==> src/rtl/sram_lane_pkg.sv <==
package sram_lane_pkg;

  typedef enum logic [2:0] {
    ST_IDLE,
    ST_RD,
    ST_WWAIT,
    ST_WR,
    ST_WHOLD,
    ST_NULL
  } seq_state_e;

  typedef struct packed {
    logic cs_n;
    logic cs;
    logic oe_n;
    logic we_n;
    logic ub_n;
    logic lb_n;
    logic dq_oe;
  } pin_ctl_t;

  localparam pin_ctl_t PINS_IDLE = '{cs_n: 1'b1, cs: 1'b0, oe_n: 1'b1, we_n: 1'b1,
                                     ub_n: 1'b1, lb_n: 1'b1, dq_oe: 1'b0};

endpackage

==> src/rtl/sram_req_latch.sv <==
module sram_req_latch #(
  parameter int ADDR_W = 18,
  parameter int DATA_W = 16
) (
  input  logic              clk_i,
  input  logic              rst_ni,
  input  logic              accept_i,
  input  logic [ADDR_W-1:0] addr_i,
  input  logic              we_i,
  input  logic [1:0]        be_i,
  input  logic [DATA_W-1:0] wdata_i,
  output logic [ADDR_W-1:0] addr_o,
  output logic              we_o,
  output logic [1:0]        be_o,
  output logic [DATA_W-1:0] wdata_o
);

  always_ff @(posedge clk_i or negedge rst_ni) begin
    if (!rst_ni) begin
      addr_o  <= '0;
      we_o    <= 1'b0;
      be_o    <= '0;
      wdata_o <= '0;
    end else if (accept_i) begin
      addr_o  <= addr_i;
      we_o    <= we_i;
      be_o    <= be_i;
      wdata_o <= wdata_i;
    end
  end

endmodule

==> src/rtl/sram_seq_fsm.sv <==
module sram_seq_fsm
  import sram_lane_pkg::*;
#(
  parameter int RD_CYC   = 9,  // >= 1
  parameter int WR_CYC   = 8,  // >= 1
  parameter int TURN_CYC = 4
) (
  input  logic     clk_i,
  input  logic     rst_ni,
  input  logic     req_valid_i,
  input  logic     req_we_i,
  input  logic [1:0] req_be_i,
  input  logic [1:0] be_q_i,
  input  logic     we_q_i,
  output logic     ready_o,
  output logic     accept_o,
  output pin_ctl_t pins_nxt_o,
  output logic     capture_o,
  output logic     null_rd_o
);

  localparam int MAXC   = (RD_CYC > WR_CYC) ? RD_CYC : WR_CYC;
  localparam int CNT_W  = $clog2(MAXC + 1);
  localparam int TURN_W = $clog2(TURN_CYC + 2);
  localparam logic [CNT_W-1:0]  RD_LAST = CNT_W'(RD_CYC - 1);
  localparam logic [CNT_W-1:0]  WR_LAST = CNT_W'(WR_CYC - 1);
  localparam logic [TURN_W-1:0] TURN_LD = TURN_W'(TURN_CYC);

  seq_state_e        st_q, st_n;
  logic [CNT_W-1:0]  cnt_q, cnt_n;
  logic [TURN_W-1:0] turn_q;
  logic [1:0]        be_use;
  logic              turn_clear;

  assign ready_o    = (st_q == ST_IDLE);
  assign accept_o   = req_valid_i && ready_o;
  assign turn_clear = (turn_q == '0);
  assign null_rd_o  = (st_q == ST_NULL) && !we_q_i;

  always_comb begin
    st_n      = st_q;
    cnt_n     = cnt_q;
    capture_o = 1'b0;
    unique case (st_q)
      ST_IDLE: begin
        if (accept_o) begin
          cnt_n = '0;
          if (req_be_i == 2'b00)  st_n = ST_NULL;
          else if (req_we_i)      st_n = turn_clear ? ST_WR : ST_WWAIT;
          else                    st_n = ST_RD;
        end
      end
      ST_RD: begin
        if (cnt_q == RD_LAST) begin
          st_n      = ST_IDLE;
          capture_o = 1'b1;
        end else begin
          cnt_n = cnt_q + 1'b1;
        end
      end
      ST_WWAIT: if (turn_clear) st_n = ST_WR;
      ST_WR: begin
        if (cnt_q == WR_LAST) st_n = ST_WHOLD;
        else                  cnt_n = cnt_q + 1'b1;
      end
      ST_WHOLD: st_n = ST_IDLE;
      ST_NULL:  st_n = ST_IDLE;
      default:  st_n = ST_IDLE;
    endcase
  end

  // lane enables follow the live request on the accepting edge, the latch after
  always_comb begin
    be_use     = (st_q == ST_IDLE) ? req_be_i : be_q_i;
    pins_nxt_o = PINS_IDLE;
    unique case (st_n)
      ST_RD: begin
        pins_nxt_o.cs_n = 1'b0;
        pins_nxt_o.cs   = 1'b1;
        pins_nxt_o.oe_n = 1'b0;
        pins_nxt_o.lb_n = ~be_use[0];
        pins_nxt_o.ub_n = ~be_use[1];
      end
      ST_WR, ST_WHOLD: begin
        pins_nxt_o.cs_n  = 1'b0;
        pins_nxt_o.cs    = 1'b1;
        pins_nxt_o.we_n  = (st_n == ST_WHOLD);
        pins_nxt_o.lb_n  = ~be_use[0];
        pins_nxt_o.ub_n  = ~be_use[1];
        pins_nxt_o.dq_oe = 1'b1;
      end
      default: pins_nxt_o = PINS_IDLE;
    endcase
  end

  always_ff @(posedge clk_i or negedge rst_ni) begin
    if (!rst_ni) begin
      st_q   <= ST_IDLE;
      cnt_q  <= '0;
      turn_q <= '0;
    end else begin
      st_q  <= st_n;
      cnt_q <= cnt_n;
      if (capture_o)        turn_q <= TURN_LD;
      else if (!turn_clear) turn_q <= turn_q - 1'b1;
    end
  end

  // ready stays low through the access once a request is taken
  assert_busy_after_accept_R2: assert property (@(posedge clk_i) disable iff (!rst_ni)
    (accept_o && req_be_i != 2'b00) |=> !ready_o);

endmodule

==> src/rtl/sram_pin_drv.sv <==
module sram_pin_drv
  import sram_lane_pkg::*;
#(
  parameter int RD_CYC   = 9,
  parameter int WR_CYC   = 8,
  parameter int TURN_CYC = 4
) (
  input  logic     clk_i,
  input  logic     rst_ni,
  input  pin_ctl_t pins_nxt_i,
  output logic     cs_n_o,
  output logic     cs_o,
  output logic     oe_n_o,
  output logic     we_n_o,
  output logic     ub_n_o,
  output logic     lb_n_o,
  output logic     dq_oe_o
);

  pin_ctl_t pins_q;

  always_ff @(posedge clk_i or negedge rst_ni) begin
    if (!rst_ni) pins_q <= PINS_IDLE;
    else         pins_q <= pins_nxt_i;
  end

  assign cs_n_o  = pins_q.cs_n;
  assign cs_o    = pins_q.cs;
  assign oe_n_o  = pins_q.oe_n;
  assign we_n_o  = pins_q.we_n;
  assign ub_n_o  = pins_q.ub_n;
  assign lb_n_o  = pins_q.lb_n;
  assign dq_oe_o = pins_q.dq_oe;

  // strobe-width and gap monitors for the checks below
  localparam int MAXW = ((RD_CYC > WR_CYC) ? RD_CYC : WR_CYC) + TURN_CYC + 1;
  localparam int MW   = $clog2(MAXW + 1);

  logic [MW-1:0] oe_low_q, we_low_q, gap_q;

  always_ff @(posedge clk_i or negedge rst_ni) begin
    if (!rst_ni) begin
      oe_low_q <= '0;
      we_low_q <= '0;
      gap_q    <= MW'(TURN_CYC);
    end else begin
      oe_low_q <= !oe_n_o ? ((oe_low_q == MW'(MAXW)) ? oe_low_q : oe_low_q + 1'b1) : '0;
      we_low_q <= !we_n_o ? ((we_low_q == MW'(MAXW)) ? we_low_q : we_low_q + 1'b1) : '0;
      if (!oe_n_o)                     gap_q <= '0;
      else if (gap_q < MW'(TURN_CYC))  gap_q <= gap_q + 1'b1;
    end
  end

  assert_rd_width_R3: assert property (@(posedge clk_i) disable iff (!rst_ni)
    $rose(oe_n_o) |-> (oe_low_q == MW'(RD_CYC)));

  assert_wr_width_R5: assert property (@(posedge clk_i) disable iff (!rst_ni)
    !we_n_o |-> (oe_n_o && dq_oe_o && !cs_n_o && cs_o));

  assert_wr_len_R5: assert property (@(posedge clk_i) disable iff (!rst_ni)
    $rose(we_n_o) |-> (we_low_q == MW'(WR_CYC)));

  assert_we_ends_first_R6: assert property (@(posedge clk_i) disable iff (!rst_ni)
    $rose(we_n_o) |-> (!cs_n_o && cs_o && dq_oe_o));

  assert_no_contention_R7: assert property (@(posedge clk_i) disable iff (!rst_ni)
    dq_oe_o |-> oe_n_o);

  assert_turn_gap_R8: assert property (@(posedge clk_i) disable iff (!rst_ni)
    $rose(dq_oe_o) |-> (gap_q >= MW'(TURN_CYC)));

endmodule

==> src/rtl/sram_rd_capture.sv <==
module sram_rd_capture #(
  parameter int DATA_W = 16
) (
  input  logic              clk_i,
  input  logic              rst_ni,
  input  logic              capture_i,
  input  logic              null_rd_i,
  input  logic [1:0]        be_i,
  input  logic [DATA_W-1:0] dq_i,
  output logic              valid_o,
  output logic [DATA_W-1:0] rdata_o
);

  localparam int LANE_W = DATA_W / 2;

  logic [DATA_W-1:0] masked;

  for (genvar g = 0; g < 2; g++) begin : g_lane
    assign masked[g*LANE_W +: LANE_W] = be_i[g] ? dq_i[g*LANE_W +: LANE_W] : '0;
  end

  always_ff @(posedge clk_i or negedge rst_ni) begin
    if (!rst_ni) begin
      valid_o <= 1'b0;
      rdata_o <= '0;
    end else begin
      valid_o <= capture_i || null_rd_i;
      if (capture_i)      rdata_o <= masked;
      else if (null_rd_i) rdata_o <= '0;
    end
  end

endmodule

==> src/rtl/sram_lane_ctrl.sv <==
module sram_lane_ctrl
  import sram_lane_pkg::*;
#(
  parameter int ADDR_W   = 18,
  parameter int DATA_W   = 16,
  parameter int RD_CYC   = 9,
  parameter int WR_CYC   = 8,
  parameter int TURN_CYC = 4
) (
  input  logic              clk_i,
  input  logic              rst_ni,
  input  logic              req_valid_i,
  output logic              req_ready_o,
  input  logic              req_we_i,
  input  logic [ADDR_W-1:0] req_addr_i,
  input  logic [1:0]        req_be_i,
  input  logic [DATA_W-1:0] req_wdata_i,
  output logic              rsp_valid_o,
  output logic [DATA_W-1:0] rsp_rdata_o,
  output logic              mem_cs_n_o,
  output logic              mem_cs_o,
  output logic              mem_oe_n_o,
  output logic              mem_we_n_o,
  output logic              mem_ub_n_o,
  output logic              mem_lb_n_o,
  output logic [ADDR_W-1:0] mem_addr_o,
  output logic [DATA_W-1:0] mem_dq_o,
  output logic              mem_dq_oe_o,
  input  logic [DATA_W-1:0] mem_dq_i
);

  logic              accept, capture, null_rd, we_q;
  logic [1:0]        be_q;
  logic [ADDR_W-1:0] addr_q;
  logic [DATA_W-1:0] wdata_q;
  pin_ctl_t          pins_nxt;

  sram_req_latch #(.ADDR_W(ADDR_W), .DATA_W(DATA_W)) u_latch (
    .clk_i    (clk_i),
    .rst_ni   (rst_ni),
    .accept_i (accept),
    .addr_i   (req_addr_i),
    .we_i     (req_we_i),
    .be_i     (req_be_i),
    .wdata_i  (req_wdata_i),
    .addr_o   (addr_q),
    .we_o     (we_q),
    .be_o     (be_q),
    .wdata_o  (wdata_q)
  );

  sram_seq_fsm #(.RD_CYC(RD_CYC), .WR_CYC(WR_CYC), .TURN_CYC(TURN_CYC)) u_fsm (
    .clk_i       (clk_i),
    .rst_ni      (rst_ni),
    .req_valid_i (req_valid_i),
    .req_we_i    (req_we_i),
    .req_be_i    (req_be_i),
    .be_q_i      (be_q),
    .we_q_i      (we_q),
    .ready_o     (req_ready_o),
    .accept_o    (accept),
    .pins_nxt_o  (pins_nxt),
    .capture_o   (capture),
    .null_rd_o   (null_rd)
  );

  sram_pin_drv #(.RD_CYC(RD_CYC), .WR_CYC(WR_CYC), .TURN_CYC(TURN_CYC)) u_pins (
    .clk_i      (clk_i),
    .rst_ni     (rst_ni),
    .pins_nxt_i (pins_nxt),
    .cs_n_o     (mem_cs_n_o),
    .cs_o       (mem_cs_o),
    .oe_n_o     (mem_oe_n_o),
    .we_n_o     (mem_we_n_o),
    .ub_n_o     (mem_ub_n_o),
    .lb_n_o     (mem_lb_n_o),
    .dq_oe_o    (mem_dq_oe_o)
  );

  sram_rd_capture #(.DATA_W(DATA_W)) u_rd (
    .clk_i     (clk_i),
    .rst_ni    (rst_ni),
    .capture_i (capture),
    .null_rd_i (null_rd),
    .be_i      (be_q),
    .dq_i      (mem_dq_i),
    .valid_o   (rsp_valid_o),
    .rdata_o   (rsp_rdata_o)
  );

  assign mem_addr_o = addr_q;
  assign mem_dq_o   = wdata_q;

  assert_idle_pins_R1: assert property (@(posedge clk_i) disable iff (!rst_ni)
    req_ready_o |-> (mem_cs_n_o && !mem_cs_o && mem_oe_n_o && mem_we_n_o &&
                     mem_ub_n_o && mem_lb_n_o && !mem_dq_oe_o));

  assert_fields_held_R9: assert property (@(posedge clk_i) disable iff (!rst_ni)
    !req_ready_o |=> ($stable(mem_addr_o) && $stable(mem_dq_o)));

  assert_null_idle_R10: assert property (@(posedge clk_i) disable iff (!rst_ni)
    (accept && req_be_i == 2'b00) |=> (mem_cs_n_o && mem_oe_n_o && mem_we_n_o));

endmodule

==> config.mk <==
export PLATFORM = sky130hd
export DESIGN_NAME = sram_lane_ctrl
export DESIGN_NICKNAME = d
export VERILOG_FILES = /design/src/rtl/sram_lane_pkg.sv /design/src/rtl/sram_req_latch.sv /design/src/rtl/sram_seq_fsm.sv /design/src/rtl/sram_pin_drv.sv /design/src/rtl/sram_rd_capture.sv /design/src/rtl/sram_lane_ctrl.sv
export SDC_FILE = /design/constraint.sdc
export NUM_CORES = 1
export LEC_CHECK = 0
export BUFFER_PORTS_ARGS = -buffer_cell sky130_fd_sc_hd__buf_2
export CELL_PAD_IN_SITES_DETAIL_PLACEMENT = 0
export CELL_PAD_IN_SITES_GLOBAL_PLACEMENT = 2
export CORE_MARGIN = 1.5
export CORE_UTILIZATION = 25
export CTS_BUF_LIST = sky130_fd_sc_hd__clkbuf_16
export DETAILED_ROUTE_END_ITERATION = 16
export PLACE_DENSITY = 0.76
export SYNTH_ARGS = -nofsm -noshare
export SYNTH_HDL_FRONTEND = slang
export SYNTH_SLANG_ARGS = --single-unit
==> constraint.sdc <==
create_clock -name clk_i -period 1.6 [get_ports clk_i]
set_input_delay 0.08 -clock clk_i [delete_from_list [all_inputs] [get_ports clk_i]]
set_output_delay 0.08 -clock clk_i [all_outputs]
set_load 0.02 [all_outputs]
Word level (Yosys, flattened, before mapping)
Index checks and enable logic that the tools add are counted.
{ "word_totals": {"ff_bits": 71, "output_inout_bits": 59, "word_cells": 71} }
{ "classes": {"add_sub_neg": 2, "eq_ne": 13, "muxes": 26, "n_bitwise": 2, "n_reduce_logical": 12} }
{ "ops": {"columns": ["op", "count"], "rows": [
  ["$mux 16", 2],
  ["$mux 3", 8],
  ["$mux 8", 2],
  ["$mux 4", 3],
  ["$pmux 3 s4", 1],
  ["$pmux 4 s3", 1],
  ["$eq 3x2->1 const B", 3],
  ["$eq 3x1->1 const B", 2],
  ["$eq 3x3->1 const B", 2],
  ["$logic_not 3->1", 2],
  ["$mux 1", 6],
  ["$mux 2", 3],
  ["$ne 2x2->1 const B", 3],
  ["$add 4x1->4 const B", 1],
  ["$eq 4x3->1 const B", 1],
  ["$eq 4x4->1 const B", 1],
  ["$reduce_and 4->1", 1],
  ["$reduce_bool 3->1", 1],
  ["$reduce_or 3->1", 1],
  ["$sub 3x1->3 const B", 1],
  ["$logic_and 1x1->1", 2],
  ["$logic_not 2->1", 1],
  ["$ne 2x1->1 const B", 1],
  ["$not 1->1", 2],
  ["other kinds (4)", 4]
]} }

Depth between registers and ports, before layout
Gate-level depths: netlist (run 1).
{ "depth": {"depth_word": 9, "ltp_mapped": 8} }

Modules after synthesis
Synthesis (run 1) repeated with hierarchy kept, for this count alone.
{ "hier_totals": {"hier_cells": 206, "area_unflattened_um2": 3083.0} }
{ "by_module_without_submodules": {"columns": ["mod", "n_inst", "cells_each", "area_each_um2", "seq_area_each_um2"], "rows": [
  ["sram_req_latch", 1, 78, 1526.5, 925.9],
  ["sram_seq_fsm", 1, 81, 748.2, 250.2],
  ["sram_rd_capture", 1, 40, 626.9, 425.4],
  ["sram_pin_drv", 1, 7, 181.4, 181.4]
]} }

Least setup slack after synthesis (run 1)
OpenSTA, ideal clock, no wires.
{ "synth_timing": {"path_kind": "register to register", "startpoint": "register u_fsm.st_q[1]", "endpoint": "register u_latch.addr_o[0]", "arrival_time_ns": 1.638, "path_slack_ns": -0.155, "stages_incl_launch_ff": 8, "n_path_buf": 3, "period_less_slack_ns": 1.755, "path_cell_list": "dfrtp_1 > buf_2 > nor3_2 > nand2_1 > clkbuf_1 > clkbuf_1 > nand2_1 > nand2_1"} }
{ "synth_between": {"elab_chain_len": 2} }
{ "synth_lines": {"columns": ["item", "line", "source"], "rows": [
  ["from (decl)", "sram_seq_fsm.sv:29", "seq_state_e st_q, st_n;"],
  ["from (signal assigned)", "sram_seq_fsm.sv:102", "st_q <= st_n;"],
  ["$logic_not 3->1", "sram_seq_fsm.sv:35", "assign ready_o = (st_q == ST_IDLE);"],
  ["net req_ready_o", "sram_lane_ctrl.sv:13", "output logic req_ready_o,"],
  ["$logic_and 1x1->1", "sram_seq_fsm.sv:36", "assign accept_o = req_valid_i && ready_o;"],
  ["to (signal assigned)", "sram_req_latch.sv:25", "addr_o <= addr_i;"],
  ["to (decl)", "sram_req_latch.sv:12", "output logic [ADDR_W-1:0] addr_o,"]
]} }
The timed path passes the listed nets, and every way through them passes these cells.
A chain may end at the register's enable or synchronous reset.

Worst setup path in the final report (run 1)
{ "layout_timing": {"startpoint": "register u_fsm.cnt_q[0]", "endpoint": "register u_fsm.cnt_q[0]"} }
{ "layout_between": {"elab_chain_len": 3, "word_cells_on_any_way": 9, "cone_classes": "add/sub: 1; eq/ne: 4; mux: 3; reduce/logical: 1"} }
{ "layout_lines": {"columns": ["item", "line", "source"], "rows": [
  ["from (decl)", "sram_seq_fsm.sv:30", "logic [CNT_W-1:0] cnt_q, cnt_n;"],
  ["from (signal assigned)", "sram_seq_fsm.sv:103", "cnt_q <= cnt_n;"],
  ["$add 4x1->4 (tied with other cells)", "sram_seq_fsm.sv:58, sram_seq_fsm.sv:64", null],
  ["$mux 4 (tied with other cells)", "sram_seq_fsm.sv:63", "if (cnt_q == WR_LAST) st_n = ST_WHOLD;"],
  ["$pmux 4 s3 / $reduce_and 4->1 (equally long branches)", null, null]
]} }
Several ways; a longest one is shown, not always the timed one. The select of a mux whose other input is x is not followed.

==> flow_summary.yaml, run 1 <==
detailed_routing:
  drt-initial-drc-count: 104
  drt_pass1_iterations: 4
  num_vias: 2653
  drcViolationCount: 0
  drt-wirelength-per-cell_microns: 13.0
  via_per_inst: 4.24
  ant_nets: 0
  drt-total-wl_mm: 8.12
synth:
  syn-num-nets: 340
  synth_top_family_by_area: "simple AND/OR/NAND/NOR gates"
  synthSimpleGateAreaFrac_pct: 22.3
  synth_xor_area_share_pct: 0.307
  ys.flop_type: "dfrtp_1"
  synthCells: 280
  ys_seq_elements: 71
  synthTopCellsByArea: "dfrtp_1 (58%), nand2_1 (15%), a22o_1 (5.2%)"
  yosysWarnings: 0
  seq_area_frac_synth_pct: 62.4
  yosysTopAreaCell: "dfrtp_1"
  synth_top_area_share_pct: 57.8
  yosysMostFrequentCell: "nand2_1"
  syn_area_per_cell_sq_um: 10.2
  synth_edf_count: 0
  synth.distinct_cells: 36
  async_flop_share_pct: 100
  yosys.area_share.adder_pct: 1.75
  netlist_area_sq_um: 2860
  synthMuxAreaShare_pct: 1.53
  synth_common_cells: "nand2_1 (115), dfrtp_1 (66), a22o_1 (17)"
  synth_compound_area_share_pct: 8.63
critical_path:
  r2r_end: "u_fsm.cnt_q[0]"
  regToRegStartpoint: "u_fsm.cnt_q[0]"
  endpoint_kind: "flop"
  crit_type: "flop to flop"
  worstPathMaxFanout: 5
  start_kind: "flop"
  r2r_cells: 7
  worst-r2r-setup-slack_ps: -100
  crit_arrival_ps: 1920
  worstPathRequired_ps: 1810
floorplan:
  design.die.area_sq_um: 12100
  dieHeight_microns: 110
  start_util_pct: 26.0
  coreArea_sq_um: 11000
  die_w_microns: 110
  rows: 38
  io_pins: 115
grt:
  antenna_found_initial: 0
  grt_pass1_wl_mm: 12.6
  grt_pass1_vias: 2674
  gr-usage-all-layers_pct: 13.7
  grt_max_degree: 49
  gr-total-overflow: 0
status:
  violations: "setup timing"
  status: "finished with violations"
finish:
  nets: 541
  nFillCells: 1056
  area_growth_pct: 68.0
  diodes: 0
  fin_cells: 626
  drive_gt1_share_pct: 40.7
cts:
  clk-insertion-delay-late_ps: 330
  cts_tree: "yes"
  htree_levels: 3
  cts_buffers: 9
  cts.sinks: 71
  root_buffer: "clkbuf_16"
  clkSlewWorstSetupHoldPaths_ps: 60
  ctsLongestPathBuffers: 2
placement:
  gp_congestion: 0.820
  io_buffers: 114
  hpwl_mm: 5.38
  dp.cells: 549
timing:
  drv_slew: 0
  timing.fmax_ghz: 0.587
  rsz0062_at_grt: "true"
  fin_skew_ps: 9.88
  finalSetupViolCount: 23
  tightest_slew_ps: 371
  hold_viol_final: 0
  setup_slack_ps: -103
  period_needed_ps: 1700
  period_share_pct: 106
  slew_headroom_pct: 75.0
pwr:
  power.total_uw: 8970
  powerDensity_nw_per_um2: 1870
  seqPwrFrac_pct: 34.3
  p_sw_uw: 3520
  p_int_uw: 5450
  p_clk_share_pct: 20.2
  power_frac_comb_pct: 45.5
  switching_share_pct: 39.2
  cellLeakagePower_uw: 0.00254
  vdd_drop_max_v: 0.000715
min_path:
  worstHoldStart: "req_valid_i"
  min_path_cells: 3
  min_path_type: "primary input to flop"
  worst_hold_path.endpoint: "u_fsm.st_q[1]"
run:
  maxCapViolations: 0
worst max-delay path by stage:
stage,from,to,depth (start not counted)
floorplan,u_fsm.cnt_q[0],u_fsm.cnt_q[0],7
global placement,u_fsm.cnt_q[0],u_fsm.cnt_q[3],8
detailed placement,u_fsm.cnt_q[0],u_fsm.cnt_q[0],7
CTS,u_fsm.cnt_q[1],u_fsm.cnt_q[0],7
global route,u_fsm.cnt_q[1],u_pins.cs_o,6
finish,u_fsm.cnt_q[0],u_fsm.cnt_q[0],7
repair_timing:
action,4_1_cts,5_1_grt
gates resized for setup,21,17
hold endpoints to repair,76,0
hold buffers,54,0
pin swaps,10,9
setup buffers,6,2
gates cloned,0,0
setup endpoints to repair,28,67
registers in the layout, indices dropped and copies added (netlist names), 2 cells and up:
| name | cells |
|---|---|
| u_latch.addr_o | 18 |
| u_fsm.turn_q | 3 |
| u_latch.be_o | 2 |
| u_fsm.st_q | 3 |
| u_rd.rdata_o | 16 |
| u_fsm.cnt_q | 4 |
| u_latch.wdata_o | 16 |
layout make-up:
type / instances / area, sq um / area share [%]
inverter: 7 / 26.3 / 0.548
clock buffer: 9 / 225 / 4.69
sequential: 71 / 1790 / 37.2
tap: 140 / 175 / 3.65
timing repair buffer: 204 / 1440 / 30.1
clock inverter: 7 / 50.0 / 1.04
multi-input combinational: 188 / 1090 / 22.7
worst max-delay path, stage by stage (launching register included):
cell	delay, ps
dfrtp_1	390
inv_2	70
ha_4	150
nand3b_1	150
nor3_4	60
buf_6	140
or3_4	360
mux2_4	270
logic make-up after synthesis:
| group | Yosys count |
|---|---|
| AOI/OAI and AO/OA | 33 |
| xor gates and xnor gates | 1 |
| adders and majority gates | 4 |
| buffers and inverters | 21 |
| DFF | 71 |
| muxes | 4 |
| and+or+nand+nor | 146 |
power by group through the flow:
stage | registers (uW) | clock network [uW] | logic [uW]
after global placement | 3100 | 0 | 3600
final | 3070 | 1810 | 4080
after floorplan | 3830 | 0 | 1410
after detailed placement | 3110 | 0 | 3640
after global routing | 3180 | 1950 | 4520
after CTS | 3080 | 1880 | 4000
placed cells by master, fill, tap and decap left out, drive strengths merged, types with 2 or more instances in the layout:
master | Yosys | routed
a22o | 17 | 17
and2 | 2 | 2
buf | 5 | 150
clkbuf | 9 | 9
clkinv | 0 | 3
clkinvlp | 0 | 2
dfrtp | 66 | 66
dfstp | 5 | 5
dlygate4sd3 | 0 | 54
ha | 4 | 4
inv | 7 | 9
mux2 | 3 | 3
nand2 | 115 | 115
nand2b | 2 | 2
nand3 | 3 | 3
nand3b | 3 | 3
nor2 | 5 | 5
nor2b | 5 | 5
nor3 | 4 | 4
nor4b | 2 | 2
o21ai | 9 | 9
layer usage:
metal / wire length (microns) / GRT usage (%) / vias up
met4: 134 / 5.75 / 0
met2: 3980 / 23.0 / 90
li1: - / - / 1311
met5: 0 / 0 / -
met3: 517 / 3.73 / 11
met1: 3490 / 16.5 / 1241
through the flow:
stage | area (sq um) | hold slack, ps | util, % | setup slack [ps] | setup TNS (ps)
4_1_cts | 4740 | 201 | 43.1 | -102 | -168
2_1_floorplan | 2880 | -216 | - | -26.9 | -26.9
3_3_place_gp | 3800 | 6.92 | 34.6 | -122 | -513
5_1_grt | 4800 | 139 | 43.7 | -153 | -2300
3_5_place_dp | 3800 | 8.41 | 34.6 | -178 | -1380
6_report | 4800 | 125 | 43.7 | -103 | -541
Note: power is estimated with default switching activity, not from simulation.
==> run 2, diff against run 1 <==
--- a/config.mk
+++ b/config.mk
@@ -5,14 +5,15 @@
 export SDC_FILE = /design/constraint.sdc
 export NUM_CORES = 1
 export LEC_CHECK = 0
-export BUFFER_PORTS_ARGS = -buffer_cell sky130_fd_sc_hd__buf_2
 export CELL_PAD_IN_SITES_DETAIL_PLACEMENT = 0
 export CELL_PAD_IN_SITES_GLOBAL_PLACEMENT = 2
 export CORE_MARGIN = 1.5
-export CORE_UTILIZATION = 25
+export CORE_UTILIZATION = 33
 export CTS_BUF_LIST = sky130_fd_sc_hd__clkbuf_16
 export DETAILED_ROUTE_END_ITERATION = 16
+export DONT_BUFFER_PORTS = 1
 export PLACE_DENSITY = 0.76
 export SYNTH_ARGS = -nofsm -noshare
 export SYNTH_HDL_FRONTEND = slang
 export SYNTH_SLANG_ARGS = --single-unit
+export TNS_END_PERCENT = 10
==> run 2 against run 1 <==
Effect of this change:
- the flow finishes with violations (hold timing, setup timing)
- die area is 24% lower
- first-iteration DRC count is 7.7% lower
- clock skew is 2.7 ps lower
- worst setup slack worse by 8.5 ps
- sequential share of layout area is 5.3 points higher
- worst hold slack worse by 680 ps
- routed wire length is 9.3% lower
- power is 4.2% lower
- non-clock buffer count is 116 lower
- sequential cell count stayed put
- fmax is 0.50% lower
- combinational power is 36% lower
- largest cell class unchanged
==> flow_summary.yaml, run 2 (synthesis gave the netlist of run 1 again) <==
critical_path:
  worstPathRequired_ps: 1810
  start_kind: "flop"
  regToRegStartpoint: "u_fsm.cnt_q[1]"
  endpoint_kind: "flop"
  crit_arrival_ps: 1920
  crit_type: "flop to flop"
  startpoint: "u_fsm.cnt_q[1]"
  worstPathMaxFanout: 6
cts:
  cts_tree: "yes"
  ctsLongestPathBuffers: 2
  cts_buffers: 9
  root_buffer: "clkbuf_16"
  cts.sinks: 71
  clkSlewWorstSetupHoldPaths_ps: 60
  hold_buffers: 54
  htree_levels: 3
  clk-insertion-delay-late_ps: 330
finish:
  nFillCells: 713
  area_growth_pct: 47.0
  final_common_cell: "nand2_1"
  fin_area_sq_um: 4200
  drive_gt1_share_pct: 21.4
  top_regs: "u_latch.addr_o (18), u_latch.wdata_o (16), u_rd.rdata_o (16)"
  largest_register_ff_count: 18
  nets: 425
  diodes: 0
  fin_util_pct: 50.6
  regMostFlops: "u_latch.addr_o"
  most-common-layout-cells: "nand2_1 (113), dfrtp_1 (63), dlygate4sd3_1 (54), buf_4 (27), a22o_1 (17)"
grt:
  antenna_found_initial: 0
  gr-total-overflow: 0
  grt_pass1_wl_mm: 11.3
  grt_pass1_vias: 2301
  gr-usage-all-layers_pct: 16.6
  grt_max_degree: 72
  gr-max-usage-layer: "met2"
  grtUsageMet1_pct: 20.0
  met2_usage_pct: 27.1
  grt_util_met3_pct: 5.92
placement:
  io_buffers: 0
  dpl_cell_area_sq_um: 3140
  hpwl_mm: 4.30
  gp_congestion: 0.784
  post-place-ws_ps: -136
pwr:
  powerDensity_nw_per_um2: 2050
  vdd_drop_max_v: 0.000942
  cellLeakagePower_uw: 0.00205
floorplan:
  start_util_pct: 34.4
  dieHeight_microns: 96.0
  design.die.area_sq_um: 9220
  rows: 33
  die_w_microns: 96.0
  coreArea_sq_um: 8300
  io_pins: 115
timing:
  slew_headroom_pct: 76.7
  period_needed_ps: 1710
  rsz0062_at_grt: "true"
  period_share_pct: 107
  finalSetupViolCount: 21
  fin_hold_ws_ps: -555
  setup_slack_ps: -111
  drv_slew: 0
  fin_skew_ps: 7.20
  hold_viol_final: 71
  timing.fmax_ghz: 0.584
  tightest_slew_ps: 348
detailed_routing:
  num_vias: 2264
  drt-total-wl_mm: 7.36
  via_per_inst: 4.77
  drcViolationCount: 0
  ant_nets: 0
  drt_pass1_iterations: 4
  drt-wirelength-per-cell_microns: 15.5
  drt-initial-drc-count: 96
run:
  maxCapViolations: 0
status:
  status: "finished with violations"
  violations: "hold timing, setup timing"
min_path:
  min_path_type: "primary input to asynchronous set/reset pin"
-- run 2: changes by cell type in the layout (fill, tap and decap cells not counted), moves of 2 or more --
cell | previous run | this run
buf_4 | 30 | 27
o21ai_2 | 3 | 1
buf_2 | 112 | 0
clkinv_4 | 2 | 0
-- run 2: critical path, stage by stage (launching register included) --
cell	delay, ps
dfrtp_1	380
buf_4	150
ha_4	150
nand3b_1	170
nor3_4	80
or3_4	380
mux2_4	270
-- run 2: path summary, 6_finish.rpt --
check                           cells after the start               to  slack [ps]
worst max-delay path                                6   u_fsm.cnt_q[0]        -110
worst min-delay path                                0  u_rd.rdata_o[1]        -560
worst max register to register                      6   u_fsm.cnt_q[0]        -110
worst min register to register                      2     u_latch.we_o         490
max in group asynchronous                           0    u_pins.lb_n_o        1960
min in group clk_i                                  2    u_fsm.st_q[1]          60
-- run 2: layer usage --
layer | routed length (microns) | share of wire [%]
met4 | 54 | 0.73
met2 | 3660 | 50
met3 | 483 | 6.6
met1 | 3170 | 43
met5 | 0 | 0
-- run 2: final cells by class --
type                            count  area [sq um]  share of cell area [%]
Clock inverter                      7          71.3                    1.70
Multi-Input combinational cell    188          1110                    26.4
Sequential cell                    71          1790                    42.6
Inverter                            7          26.3                   0.626
Tap cell                          105           131                    3.13
Clock buffer                        9           225                    5.37
Timing Repair Buffer               88           848                    20.2
-- run 2: through the flow --
step | TNS [ps] | instances | total power (uW) | hold WS, ps
CTS | -788 | 470 | 8380 | -571
finish | -853 | 475 | 8600 | -555
detailed placement | -1750 | 394 | 5980 | -213
global placement | -1150 | 394 | 5930 | -212
global route | -2740 | 475 | 9160 | -576
floorplan | -144 | 280 | 5240 | -216
-- run 2: power breakdown --
part | total [uW] | switching [uW] | internal [uW]
combinational | 2600 | 1260 | 1330
sequential | 4000 | 1370 | 2640
clock | 2000 | 793 | 1210
-- run 2: what timing repair did --
| item | CTS | global route |
|---|---|---|
| buffers inserted | 7 | 5 |
| setup endpoints to repair | 29 | 65 |
| hold endpoints to repair | 130 | 71 |
| pin swaps | 12 | 7 |
| resized for setup | 20 | 14 |
==> run 3, diff against run 2 <==
--- a/config.mk
+++ b/config.mk
@@ -8,12 +8,12 @@
 export CELL_PAD_IN_SITES_DETAIL_PLACEMENT = 0
 export CELL_PAD_IN_SITES_GLOBAL_PLACEMENT = 2
 export CORE_MARGIN = 1.5
-export CORE_UTILIZATION = 33
+export CORE_UTILIZATION = 37
 export CTS_BUF_LIST = sky130_fd_sc_hd__clkbuf_16
 export DETAILED_ROUTE_END_ITERATION = 16
 export DONT_BUFFER_PORTS = 1
-export PLACE_DENSITY = 0.76
+export PLACE_DENSITY = 0.77
 export SYNTH_ARGS = -nofsm -noshare
 export SYNTH_HDL_FRONTEND = slang
+export SYNTH_HIERARCHICAL = 1
 export SYNTH_SLANG_ARGS = --single-unit
-export TNS_END_PERCENT = 10
==> run 3 against run 2 <==
Effect of this change:
- the run still ends with hold timing, setup timing left
- combinational power about the same
- critical path depth unchanged
- count of clock-buffer cells in the layout unchanged
- sequential cell count unchanged
- routed wire length decreased by 5.4%
- synthesized cell count decreased by 26%
- largest power group unchanged
==> flow_summary.yaml, run 3 <==
status:
  status: "finished with violations"
  violations: "hold timing, setup timing"
floorplan:
  die_w_microns: 94.3
  start_util_pct: 37.9
  design.die.area_sq_um: 8890
  coreArea_sq_um: 8130
  rows: 33
  dieHeight_microns: 94.3
  io_pins: 115
timing:
  setup_slack_ps: -43.6
  tightest_slew_ps: 333
  fin_hold_ws_ps: -548
  slew_headroom_pct: 77.6
  finalSetupViolCount: 2
  drv_slew: 0
  period_needed_ps: 1640
  period_share_pct: 103
  fin_skew_ps: 6.53
  hold_viol_final: 71
  rsz0062_at_grt: "true"
  timing.fmax_ghz: 0.608
synth:
  synth_common_cells: "dfrtp_1 (66), mux2_4 (30), inv_1 (10)"
  synth_top_area_share_pct: 53.6
  async_flop_share_pct: 100
  ys_seq_elements: 71
  seq_area_frac_synth_pct: 57.8
  synth.distinct_cells: 47
  synthTopCellsByArea: "dfrtp_1 (54%), mux2_4 (15%), dfstp_2 (4.3%)"
  yosysWarnings: 6
  syn-num-nets: 266
  netlist_area_sq_um: 3080
  synthCells: 206
  yosysMostFrequentCell: "dfrtp_1"
  syn_area_per_cell_sq_um: 15.0
  yosysTopAreaCell: "dfrtp_1"
  ys.flop_type: "dfrtp_1"
  synth_edf_count: 0
cts:
  cts_buffers: 9
  clk-insertion-delay-late_ps: 320
  cts.sinks: 71
  cts_tree: "yes"
  htree_levels: 3
  clkSlewWorstSetupHoldPaths_ps: 60
  root_buffer: "clkbuf_16"
  ctsLongestPathBuffers: 2
  hold_buffers: 54
critical_path:
  endpoint_kind: "flop"
  worstPathRequired_ps: 1850
  crit_arrival_ps: 1890
  crit_type: "flop to flop"
  worstPathMaxFanout: 5
  start_kind: "flop"
finish:
  drive_gt1_share_pct: 39.1
  fin_util_pct: 52.9
  nets: 344
  largest_register_ff_count: 18
  fin_area_sq_um: 4300
  final_common_cell: "dfrtp_1"
  diodes: 0
  most-common-layout-cells: "dfrtp_1 (63), dlygate4sd3_1 (54), mux2_4 (30), buf_4 (17), clkbuf_16 (10)"
  top_regs: "u_latch/addr_o (18), u_latch/wdata_o (16), u_rd/rdata_o (16)"
  area_growth_pct: 39.4
  regMostFlops: "u_latch/addr_o"
  nFillCells: 672
detailed_routing:
  drcViolationCount: 0
  num_vias: 1958
  drt-wirelength-per-cell_microns: 17.7
  drt-total-wl_mm: 6.97
  drt_pass1_iterations: 4
  via_per_inst: 4.97
  ant_nets: 0
  drt-initial-drc-count: 70
grt:
  gr-max-usage-layer: "met2"
  grt_util_met3_pct: 4.69
  antenna_found_initial: 0
  grt_pass1_vias: 2003
  grt_pass1_wl_mm: 9.91
  met2_usage_pct: 22.6
  grtUsageMet1_pct: 18.9
  gr-total-overflow: 0
  grt_max_degree: 72
  gr-usage-all-layers_pct: 14.8
placement:
  io_buffers: 0
  hpwl_mm: 4.02
  gp_congestion: 0.694
  dpl_cell_area_sq_um: 3270
  post-place-ws_ps: -87.1
run:
  maxCapViolations: 0
pwr:
  cellLeakagePower_uw: 0.00191
  vdd_drop_max_v: 0.000846
  powerDensity_nw_per_um2: 2110
min_path:
  min_path_type: "primary input to asynchronous set/reset pin"
[run 3: changes by cell type after synthesis, sizes merged, moves of 4 or more]
| cell | change |
|---|---|
| a22o | -4 |
| nand2 | -109 |
| buf | +5 |
| mux2 | +34 |
| clkbuf | -8 |
| o21ai | -4 |
| mux2i | +4 |
[run 3: critical path, cell delays in order, from the launching register on]
cell     delay, ps
dfrtp_1        380
inv_2           80
ha_4           130
nor2b_4        160
nor2_1          60
o41a_2         480
a211o_1        280
[run 3: repair_timing]
action | 4_1_cts | 5_1_grt
endpoints found under the setup margin | 23 | 36
pin swaps | 1 | 6
resized for setup | 4 | 22
cloned | 0 | 3
hold endpoints to repair | 125 | 71
buffers inserted | 0 | 3
[run 3: cell families after synthesis]
| logic type | Yosys count | synth area share [%] |
|---|---|---|
| multiplexers | 42 | 18.8 |
| XOR/XNOR | 1 | 0.284 |
| AO/OA/AOI/OAI | 33 | 8.85 |
| adder cells (fa/ha/maj) | 4 | 1.62 |
| flip-flops | 71 | 57.8 |
| buffers and inverters | 21 | 5.28 |
| AND/OR/NAND/NOR | 34 | 7.35 |
[run 3: final cells by class]
| type | instances | area, sq um | area share, % |
|---|---|---|---|
| Clock inverter | 7 | 96.3 | 2.24 |
| Clock buffer | 9 | 225 | 5.24 |
| Timing Repair Buffer | 76 | 756 | 17.6 |
| Inverter | 10 | 40.0 | 0.931 |
| Sequential cell | 71 | 1790 | 41.6 |
| Multi-Input combinational cell | 116 | 1260 | 29.4 |
| Tap cell | 105 | 131 | 3.06 |
[run 3: power breakdown]
| group | switching [uW] | internal (uW) |
|---|---|---|
| sequential | 1610 | 2730 |
| clock | 757 | 1370 |
| combinational | 916 | 1680 |
| total | 3280 | 5780 |
[run 3: path summary, 6_finish.rpt]
check | startpoint | to | slack, ps | cells after the start
min | rst_ni | u_latch/wdata_o[4] | -550 | 0
min reg2reg | u_latch/we_o | u_latch/we_o | 580 | 1
min in group clk_i | req_be_i[0] | u_pins/cs_n_o | 20 | 3
max | u_fsm/turn_q[1] | u_pins/ub_n_o | -40 | 6
max reg2reg | u_fsm/turn_q[1] | u_pins/ub_n_o | -40 | 6
max in group asynchronous | rst_ni | u_pins/cs_n_o | 1940 | 0
[run 3: routing by layer]
| layer | part of all wire [%] | routed length [microns] | vias to the layer above |
|---|---|---|---|
| met5 | 0 | 0 | - |
| met4 | 1.4 | 97 | 0 |
| met3 | 7.9 | 548 | 12 |
| met2 | 47 | 3260 | 89 |
| met1 | 44 | 3060 | 959 |
| li1 | - | - | 898 |
[run 3: through the flow]
| stage | TNS (ps) | power (uW) | instances | hold WS (ps) |
|---|---|---|---|---|
| CTS | -240 | 8810 | 388 | -563 |
| detailed placement | -1020 | 6490 | 318 | -214 |
| global placement | -929 | 6440 | 318 | -214 |
| floorplan | -5400 | 5960 | 206 | -216 |
| global route | -606 | 9520 | 394 | -568 |
| finish | -76.5 | 9060 | 394 | -548 |
